## src/rtl/mpf_pkg.sv

```systemverilog
package mpf_pkg;
  typedef enum logic [1:0] {
    MODE_SHIFT   = 2'b00,
    MODE_TEN_BIT = 2'b01,
    MODE_ELEVEN_A = 2'b10,
    MODE_ELEVEN_B = 2'b11
  } rx_mode_e;

  typedef enum logic {
    SEL_ADDR = 1'b0,
    SEL_MASK = 1'b1
  } cfg_sel_e;
endpackage

```

## src/rtl/mpf_cfg_regs.sv

```systemverilog
module mpf_cfg_regs #(
  parameter int DW = 8
) (
  input  logic          clk,
  input  logic          rst,
  input  logic          we,
  input  logic          sel,
  input  logic [DW-1:0] wdata,
  output logic [DW-1:0] addr_q,
  output logic [DW-1:0] mask_q
);
  import mpf_pkg::*;

  always_ff @(posedge clk) begin
    if (rst) begin
      addr_q <= '0;
      mask_q <= '0;
    end else if (we) begin
      if (cfg_sel_e'(sel) == SEL_ADDR) addr_q <= wdata;
      else                             mask_q <= wdata;
    end
  end
endmodule

```

## src/rtl/mpf_addr_match.sv

```systemverilog
module mpf_addr_match #(
  parameter int DW = 8
) (
  input  logic [DW-1:0] data,
  input  logic [DW-1:0] addr,
  input  logic [DW-1:0] mask,
  output logic          hit_own,
  output logic          hit_bcast
);
  logic [DW-1:0] own_ok;
  logic [DW-1:0] bc_ok;

  // Per-bit compare: a bit passes when it is don't-care or it agrees.
  for (genvar i = 0; i < DW; i++) begin : g_bit
    assign own_ok[i] = ~mask[i] | ~(data[i] ^ addr[i]);
    assign bc_ok[i]  = ~(addr[i] | mask[i]) | data[i];
  end

  assign hit_own   = &own_ok;
  assign hit_bcast = &bc_ok;
endmodule

```

## src/rtl/mpf_accept.sv

```systemverilog
module mpf_accept (
  input  logic       frm_done,
  input  logic [1:0] mode,
  input  logic       mp_en,
  input  logic       bit9,
  input  logic       hit_own,
  input  logic       hit_bcast,
  input  logic       flag_q,
  input  logic       flag_clr,
  output logic       accept
);
  import mpf_pkg::*;

  logic qualified;
  logic buf_full;

  always_comb begin
    qualified = 1'b1;
    if (mp_en) begin
      unique case (rx_mode_e'(mode))
        MODE_SHIFT:    qualified = 1'b1;
        MODE_TEN_BIT:  qualified = bit9;
        MODE_ELEVEN_A,
        MODE_ELEVEN_B: qualified = bit9 & (hit_own | hit_bcast);
        default:       qualified = 1'b1;
      endcase
    end
  end

  // A clear in the same cycle empties the buffer before the new frame.
  assign buf_full = flag_q & ~flag_clr;
  assign accept   = frm_done & qualified & ~buf_full;
endmodule

```

## src/rtl/mpf_rx_regs.sv

```systemverilog
module mpf_rx_regs #(
  parameter int DW = 8
) (
  input  logic          clk,
  input  logic          rst,
  input  logic          accept,
  input  logic          flag_clr,
  input  logic [DW-1:0] data,
  input  logic          bit9,
  output logic          load_q,
  output logic [DW-1:0] data_q,
  output logic          bit9_q,
  output logic          flag_q
);
  always_ff @(posedge clk) begin
    if (rst) begin
      load_q <= 1'b0;
      data_q <= '0;
      bit9_q <= 1'b0;
      flag_q <= 1'b0;
    end else begin
      load_q <= accept;
      if (accept) begin
        data_q <= data;
        bit9_q <= bit9;
        flag_q <= 1'b1;
      end else if (flag_clr) begin
        flag_q <= 1'b0;
      end
    end
  end
endmodule

```

## src/rtl/mp_addr_filter.sv

```systemverilog
module mp_addr_filter #(
  parameter int DATA_W = 8
) (
  input  logic              clk,
  input  logic              rst,
  input  logic              cfg_we,
  input  logic              cfg_sel,
  input  logic [DATA_W-1:0] cfg_wdata,
  input  logic              frm_done,
  input  logic [DATA_W-1:0] frm_data,
  input  logic              frm_bit9,
  input  logic [1:0]        mode,
  input  logic              mp_en,
  input  logic              flag_clr,
  output logic              buf_load,
  output logic [DATA_W-1:0] rx_data,
  output logic              rx_bit9,
  output logic              rx_flag
);
  logic [DATA_W-1:0] addr_q;
  logic [DATA_W-1:0] mask_q;
  logic              hit_own;
  logic              hit_bcast;
  logic              accept;

  mpf_cfg_regs #(.DW(DATA_W)) u_cfg (
    .clk    (clk),
    .rst    (rst),
    .we     (cfg_we),
    .sel    (cfg_sel),
    .wdata  (cfg_wdata),
    .addr_q (addr_q),
    .mask_q (mask_q)
  );

  mpf_addr_match #(.DW(DATA_W)) u_match (
    .data      (frm_data),
    .addr      (addr_q),
    .mask      (mask_q),
    .hit_own   (hit_own),
    .hit_bcast (hit_bcast)
  );

  mpf_accept u_acc (
    .frm_done  (frm_done),
    .mode      (mode),
    .mp_en     (mp_en),
    .bit9      (frm_bit9),
    .hit_own   (hit_own),
    .hit_bcast (hit_bcast),
    .flag_q    (rx_flag),
    .flag_clr  (flag_clr),
    .accept    (accept)
  );

  mpf_rx_regs #(.DW(DATA_W)) u_rx (
    .clk      (clk),
    .rst      (rst),
    .accept   (accept),
    .flag_clr (flag_clr),
    .data     (frm_data),
    .bit9     (frm_bit9),
    .load_q   (buf_load),
    .data_q   (rx_data),
    .bit9_q   (rx_bit9),
    .flag_q   (rx_flag)
  );
endmodule

```

## config.mk

```make
export PLATFORM = sky130hd
export DESIGN_NAME = mp_addr_filter
export DESIGN_NICKNAME = d
export VERILOG_FILES = /design/src/rtl/mpf_pkg.sv /design/src/rtl/mpf_cfg_regs.sv /design/src/rtl/mpf_addr_match.sv /design/src/rtl/mpf_accept.sv /design/src/rtl/mpf_rx_regs.sv /design/src/rtl/mp_addr_filter.sv
export SDC_FILE = /design/constraint.sdc
export NUM_CORES = 1
export LEC_CHECK = 0
export CELL_PAD_IN_SITES_DETAIL_PLACEMENT = 0
export CELL_PAD_IN_SITES_GLOBAL_PLACEMENT = 1
export CORE_AREA = 2 2 59 61
export CTS_CLUSTER_DIAMETER = 120
export DETAILED_ROUTE_END_ITERATION = 10
export DIE_AREA = 0 0 61 63
export DONT_BUFFER_PORTS = 1
export PLACE_DENSITY_LB_ADDON = 0.1
export SLEW_MARGIN = 10
export SYNTH_ARGS = -nofsm -noshare
export SYNTH_HDL_FRONTEND = slang
export SYNTH_SLANG_ARGS = --single-unit
```

## constraint.sdc

```tcl
create_clock -name clk -period 1.9 [get_ports clk]
set_input_delay 0.285 -clock clk [delete_from_list [all_inputs] [get_ports clk]]
set_output_delay 0.285 -clock clk [all_outputs]
set_load 0.01 [all_outputs]
```

Yosys cells after proc, flatten, opt, wreduce, memory -nomap -nowiden
Index checks and enable logic that the tools add are counted.
- equality and inequality tests: 3
- muxes and demuxes: 4
- bitwise logic cells: 64
- reductions and logical operators: 7
- operator list (cell ; count):
    NOT 1 bit ; 27
    OR 1 bit ; 25
    AND reduction 8 bit ; 2
    bitwise XOR 1 bit ; 8
    bitwise AND 1 bit ; 4
    == test 2 bit, second input constant ; 2
    AND reduction 2 bit ; 2
    2-to-1 mux 1 bit ; 3
    case mux 1 bit (3 select lines) ; 1
    == test 2 x 1 -> 1 bit, second input constant ; 1
    zero test 2 bit ; 1
    nonzero test 2 bit ; 1
    OR reduction 2 bit ; 1
- register bits after elaboration: 27
- input port bits: 26
- output and inout port bits: 11
- word-level logic and storage cells: 84

Logic depth before layout (Yosys ltp)
- depth after elaboration: 11
- mapped depth: 5

By module
From an unflattened synthesis, not the netlist that was laid out.
- cells, all modules: 129
- area total of the unflattened synthesis: 1260.0 um^2
- by module, submodules not included (module ; instances ; cells an instance ; area an instance (um^2) ; sequential area each (um^2)):
    mpf_cfg_regs ; 1 ; 64 ; 674.4 ; 320.3
    mpf_rx_regs ; 1 ; 35 ; 379.1 ; 220.2
    mpf_addr_match ; 1 ; 25 ; 176.4 ; 0.0
    mpf_accept ; 1 ; 5 ; 30.0 ; 0.0

Least setup slack after synthesis
OpenSTA, ideal clock, no wires.
- kind: register to register
- from: register u_cfg.addr_q[0]
- to: register u_rx.data_q[5]
- setup time: 0.071 ns
- arrival: 1.373 ns
- required time: 1.829 ns
- slack: 0.456 ns
- cell stages (with the launch flop): 6
- path buffers: 0
- clock period less this slack: 1.444 ns
- cells stage by stage: dfxtp_1 o21bai_1 o2111ai_1 or3_4 a31oi_4 o2bb2ai_1
- longest elaborated chain between the ends: 10
- RTL lines (what ; line ; text):
    start, declared ; mpf_cfg_regs.sv:9 ; output logic [DW-1:0] addr_q,
    start signal, assigned ; mpf_cfg_regs.sv:19 ; if (cfg_sel_e'(sel) == SEL_ADDR) addr_q <= wdata;
    bitwise XOR 1 bit / OR 1 bit (equally long branches) ; mpf_addr_match.sv:15, mpf_addr_match.sv:16 ;
    NOT 1 bit, on equally long branches ; mpf_addr_match.sv:15, mpf_addr_match.sv:16 ;
    OR 1 bit, on equally long branches ; mpf_addr_match.sv:15, mpf_addr_match.sv:16 ;
    AND reduction 8 bit, on equally long branches ; mpf_addr_match.sv:19, mpf_addr_match.sv:20 ;
    OR 1 bit * ; mpf_accept.sv:24 ; MODE_ELEVEN_B: qualified = bit9 & (hit_own | hit_bcast);
    bitwise AND 1 bit * ; mpf_accept.sv:24 ;
    case mux 1 bit (3 select lines) * ; mpf_accept.sv:20 ; unique case (rx_mode_e'(mode))
    2-to-1 mux 1 bit * ; mpf_accept.sv:19 ; if (mp_en) begin
    bitwise AND 1 bit * (2 in series) ; mpf_accept.sv:32 ; assign accept = frm_done & qualified & ~buf_full;
    end signal, assigned ; mpf_rx_regs.sv:24 ; data_q <= data;
    end, declared ; mpf_rx_regs.sv:11 ; output logic [DW-1:0] data_q,
Every way passes the cells marked *; elsewhere a longest branch is shown, timed or not.
A chain may end at the register's enable or synchronous reset.

Worst setup path in the final report
- from: register u_cfg.addr_q[7]
- to: register u_rx.data_q[6]
The elaborated chain is that of the path after synthesis.

==> results.md <==
Run status:
- The flow ran to the end, and the final reports show no timing, DRC or antenna violations.

Global route:
- The number of antenna violations at the first check in global routing is 0.
- The first global-routing pass estimated between 4000 and 5000 um of wire.
- The overall global routing resource usage is 15.7%.
- Global routing finished with a remaining overflow of 0.
- The pin count of the biggest net entering global routing is 16.
- The via count of the first global-routing pass is between 900 and 1k.

Logic synthesis:
- Counting every net in the synthesized netlist gives 161.
- The total standard cell area after synthesis is 1220 um2.
- The number of warnings printed during yosys synthesis is 0.
- The number of synthesized register bits is 27.
- Counting every instance in the synthesized netlist gives 135.
- The number of different library cells used by synthesis comes to 26.
- The post-synthesis sequential area ratio is roughly 44%.
- The per-instance average area after synthesis is 9.01 um2.

Route:
- The total length of routed wires is 2800 um.
- Before antenna repair, the detailed router went through 4 iterations.
- After detailed routing, the number of vias per cell comes to 5.15.
- The routed via count is 942.
- In this run the remaining antenna-violating nets after routing total 0.
- In the final routed layout, each cell accounts on average for 15.3 um.
- For this run, design rule violations remaining after detail routing come to 0.
- The detailed router finished its first iteration with 25 violations.

Floorplanning:
- The height of the chip is 63 um.
- The core region area is 3230 um2.
- The total die area is 3840 um2.
- The row count is 21.
- The I/O pin count is 37.
- The width of the die is 61 um.
- Once the floorplan was initialized, standard cells occupied 37.6% of the core.

Timing:
- The tightest hold path in the finished design has a slack of 0.0196 ns.
- Setup repair after global routing left no endpoint under its margin.
- The final count of pins violating max slew is 0.
- The final critical-path share of the clock period is 85.3%.
- The setup TNS is 0 ns.
- Static timing analysis puts the maximum clock frequency at around 600 MHz.
- The smallest clock period supported by the final layout is computed as roughly 1.6 ns.
- The transition time of the tightest slew-check pin is 0.578 ns.
- The worst setup skew after layout is 0.00899 ns.
- Setup violations remaining at the end of the flow were counted as 0.
- The post-route worst setup slack is 0.278 ns.
- The number of hold violations in the final report was 0.
- Headroom to the max-slew limit came out at 61.3%.

Power:
- In this run the power density over the cells is 786 nW/um2.
- In this run switching power makes up 27.7% of total power.
- The internal power is between 700 and 800 uW.
- The worst supply voltage drop on vdd is 0.000312 V.
- The share of total power in combinational logic is approximately 14%.
- The design draws between 1 and 1.5 mW.
- In this run the static leakage power is between 0.4 and 0.5 nW.
- The sequential share of power is about three fifths.
- The proportion of power drawn by the clock network is 24.7%.
- Summed over all nets, the switching power comes to 285 uW.

Cells and area:
- Of the cells placed in the final design, the portion with a size suffix greater than 1 is 8.03%.
- The multi-input logic area is 644 um2.
- The total number of nets in the final design is 164.
- The fill cell instance count of the final layout is between 300 and 400.
- The final antenna diode count is 0.
- Compared with the post-synthesis result, the final layout area differs by 7.61%.
- The area of all sequential standard cells is around 540 um2.
- The final non-filler cell total is between 150 and 200.

Placed design:
- Buffers placed on the I/O ports in this run total 0.
- The half-perimeter wire length after detailed placement is 2080 um.
- Before CTS, the worst setup slack after placement is 0.292 ns.
- Counting tap cells, the placed design contains a total of 177 instances.
- The congestion estimate from routability-driven global placement came to 0.729.

Clock tree:
- The buffers inserted during post-CTS setup optimization is 0.
- Post-CTS repair changed the size of 0 cells.
- The CTS tree is built.
- CTS built an H-tree with a depth of 1.
- Counting every sink on the clock net gives 27.
- The number of buffers on the longest clock path is 2.
- Clock latency on the worst-skew pair, taken at its later pin, is 0.33 ns.
- After clock tree synthesis, the clock-pin slew on the worst setup and hold paths is 0.16 ns.
- The number of hold-repair buffers added at the cts stage is 2.
- The root buffer cell is clkbuf_4.
- The total CTS buffers is 3.

Critical path:
- The critical path in this run is classified as flip-flop to flip-flop.
- Traced cell by cell, the critical path runs through o21bai_2, o2111ai_1, or3_4, a31oi_4, o2bb2ai_1.
- The maximum fanout encountered on the critical timing path is 10.
- The highest-delay cell along the critical path is or3_4.
- The arrival time of the worst setup path is about 1.9 ns.
- The largest stage delay on the critical path is 0.45 ns.
- The startpoint class of the critical path is a flip-flop.
- The endpoint class of the critical path is a flip-flop.
- STA puts the critical path data required time at 2.16 ns.

Min path:
- The type of the most critical hold path is input pin to flip-flop.

Run:
- Max-cap violations in this run came to 0.
==> state kept, by name (all words and copies together), names as in the netlist <==
register,cells
u_cfg.addr_q,8
u_rx.load_q,1
u_rx.data_q,8
u_rx.bit9_q,1
u_cfg.mask_q,8
u_rx.flag_q,1
==> power groups by stage <==
| stage | Clock, mW | Combinational [mW] | Sequential (mW) |
|---|---|---|---|
| finish | 0.255 | 0.141 | 0.633 |
| global route | 0.285 | 0.159 | 0.639 |
| CTS | 0.263 | 0.143 | 0.634 |
| detailed placement | 0 | 0.135 | 0.647 |
| global placement | 0 | 0.132 | 0.645 |
| floorplan | 0 | 0.124 | 0.640 |
==> synth_stat cells, drive strengths merged <==
master   number  area, um2
mux2i         8       80.1
o21ai         1       5.00
clkbuf        4       15.0
xor2          8       70.1
nor2         14       52.6
a21oi         8       40.0
o21bai        3       30.0
dfxtp        27        541
clkinv        1       3.75
inv           2       7.51
nand3         9       45.0
o22ai         3       18.8
nor2b         3       18.8
o2111ai       1       8.76
nand2b        1       6.26
nand4         1       6.26
a311oi        1       8.76
o2bb2ai       9       78.8
buf           1       5.00
a31oi         3       48.8
a22oi         4       30.0
or3           1       11.3
nand2        21       78.8
or2           1       6.26
==> final timing paths <==
path / startpoint / end / slack, ns / depth (start not counted)
worst min-delay path: rst / u_rx.flag_q$_SDFFE_PP0P_ / 0.02 / 1
worst max register to register: u_cfg.addr_q[7]$_SDFFE_PP0P_ / u_rx.data_q[6]$_SDFFE_PP0P_ / 0.28 / 5
worst min register to register: u_cfg.mask_q[4]$_SDFFE_PP0P_ / u_cfg.mask_q[4]$_SDFFE_PP0P_ / 0.49 / 2
worst max-delay path: u_cfg.addr_q[7]$_SDFFE_PP0P_ / u_rx.data_q[6]$_SDFFE_PP0P_ / 0.28 / 5
==> critical path: cells and delay by family, from the launching register on <==
| kind | cells | cell delay [ns] |
|---|---|---|
| AND/OR/NAND/NOR | 1 | 0.45 |
| flip-flops | 1 | 0.37 |
| AO/OA/AOI/OAI | 4 | 0.74 |
==> layer usage <==
metal	part of all wire (%)	global-route usage (%)	vias up
li1	-	-	477
met1	48	22.0	440
met2	45	23.7	23
met3	6.3	3.93	2
met4	0.79	4.08	0
met5	0	0	-
==> per-stage QoR <==
stage | cell area, um2 | utilization, %
6_report | 1310 | 40.5
5_1_grt | 1310 | 40.5
4_1_cts | 1310 | 40.5
3_5_place_dp | 1260 | 39.0
3_3_place_gp | 1260 | 39.0
2_1_floorplan | 1220 | -
==> area by class of cell <==
type | count | share of cell area, %
multi-input cells | 100 | 49.2
flip-flops and latches | 27 | 41.3
well taps | 46 | 4.40
repair buffers | 3 | 2.10
clock buffers | 3 | 1.72
inverters | 3 | 0.860
clock inverters | 1 | 0.382
==> logic make-up (layout without fill, tap and decap cells) <==
group / count (synthesis) / after routing / synth area share (%)
compound gates: 33 / 33 / 22.1
xor+xnor: 8 / 8 / 5.76
buf+inv: 8 / 10 / 2.57
flops: 27 / 27 / 44.4
mux: 8 / 8 / 6.58
simple gates: 51 / 51 / 18.5
==> layout by cell type, fill, tap and decap left out, types with 3 or more instances in the layout <==
master / n
dfxtp_1: 27
nand2_1: 21
nor2_1: 14
nand3_1: 9
o2bb2ai_1: 9
xor2_1: 8
a21oi_1: 8
mux2i_1: 8
a22oi_1: 4
o22ai_1: 3
nor2b_1: 3
clkbuf_4: 3
No activity file was read; power rests on OpenSTA's default activity.
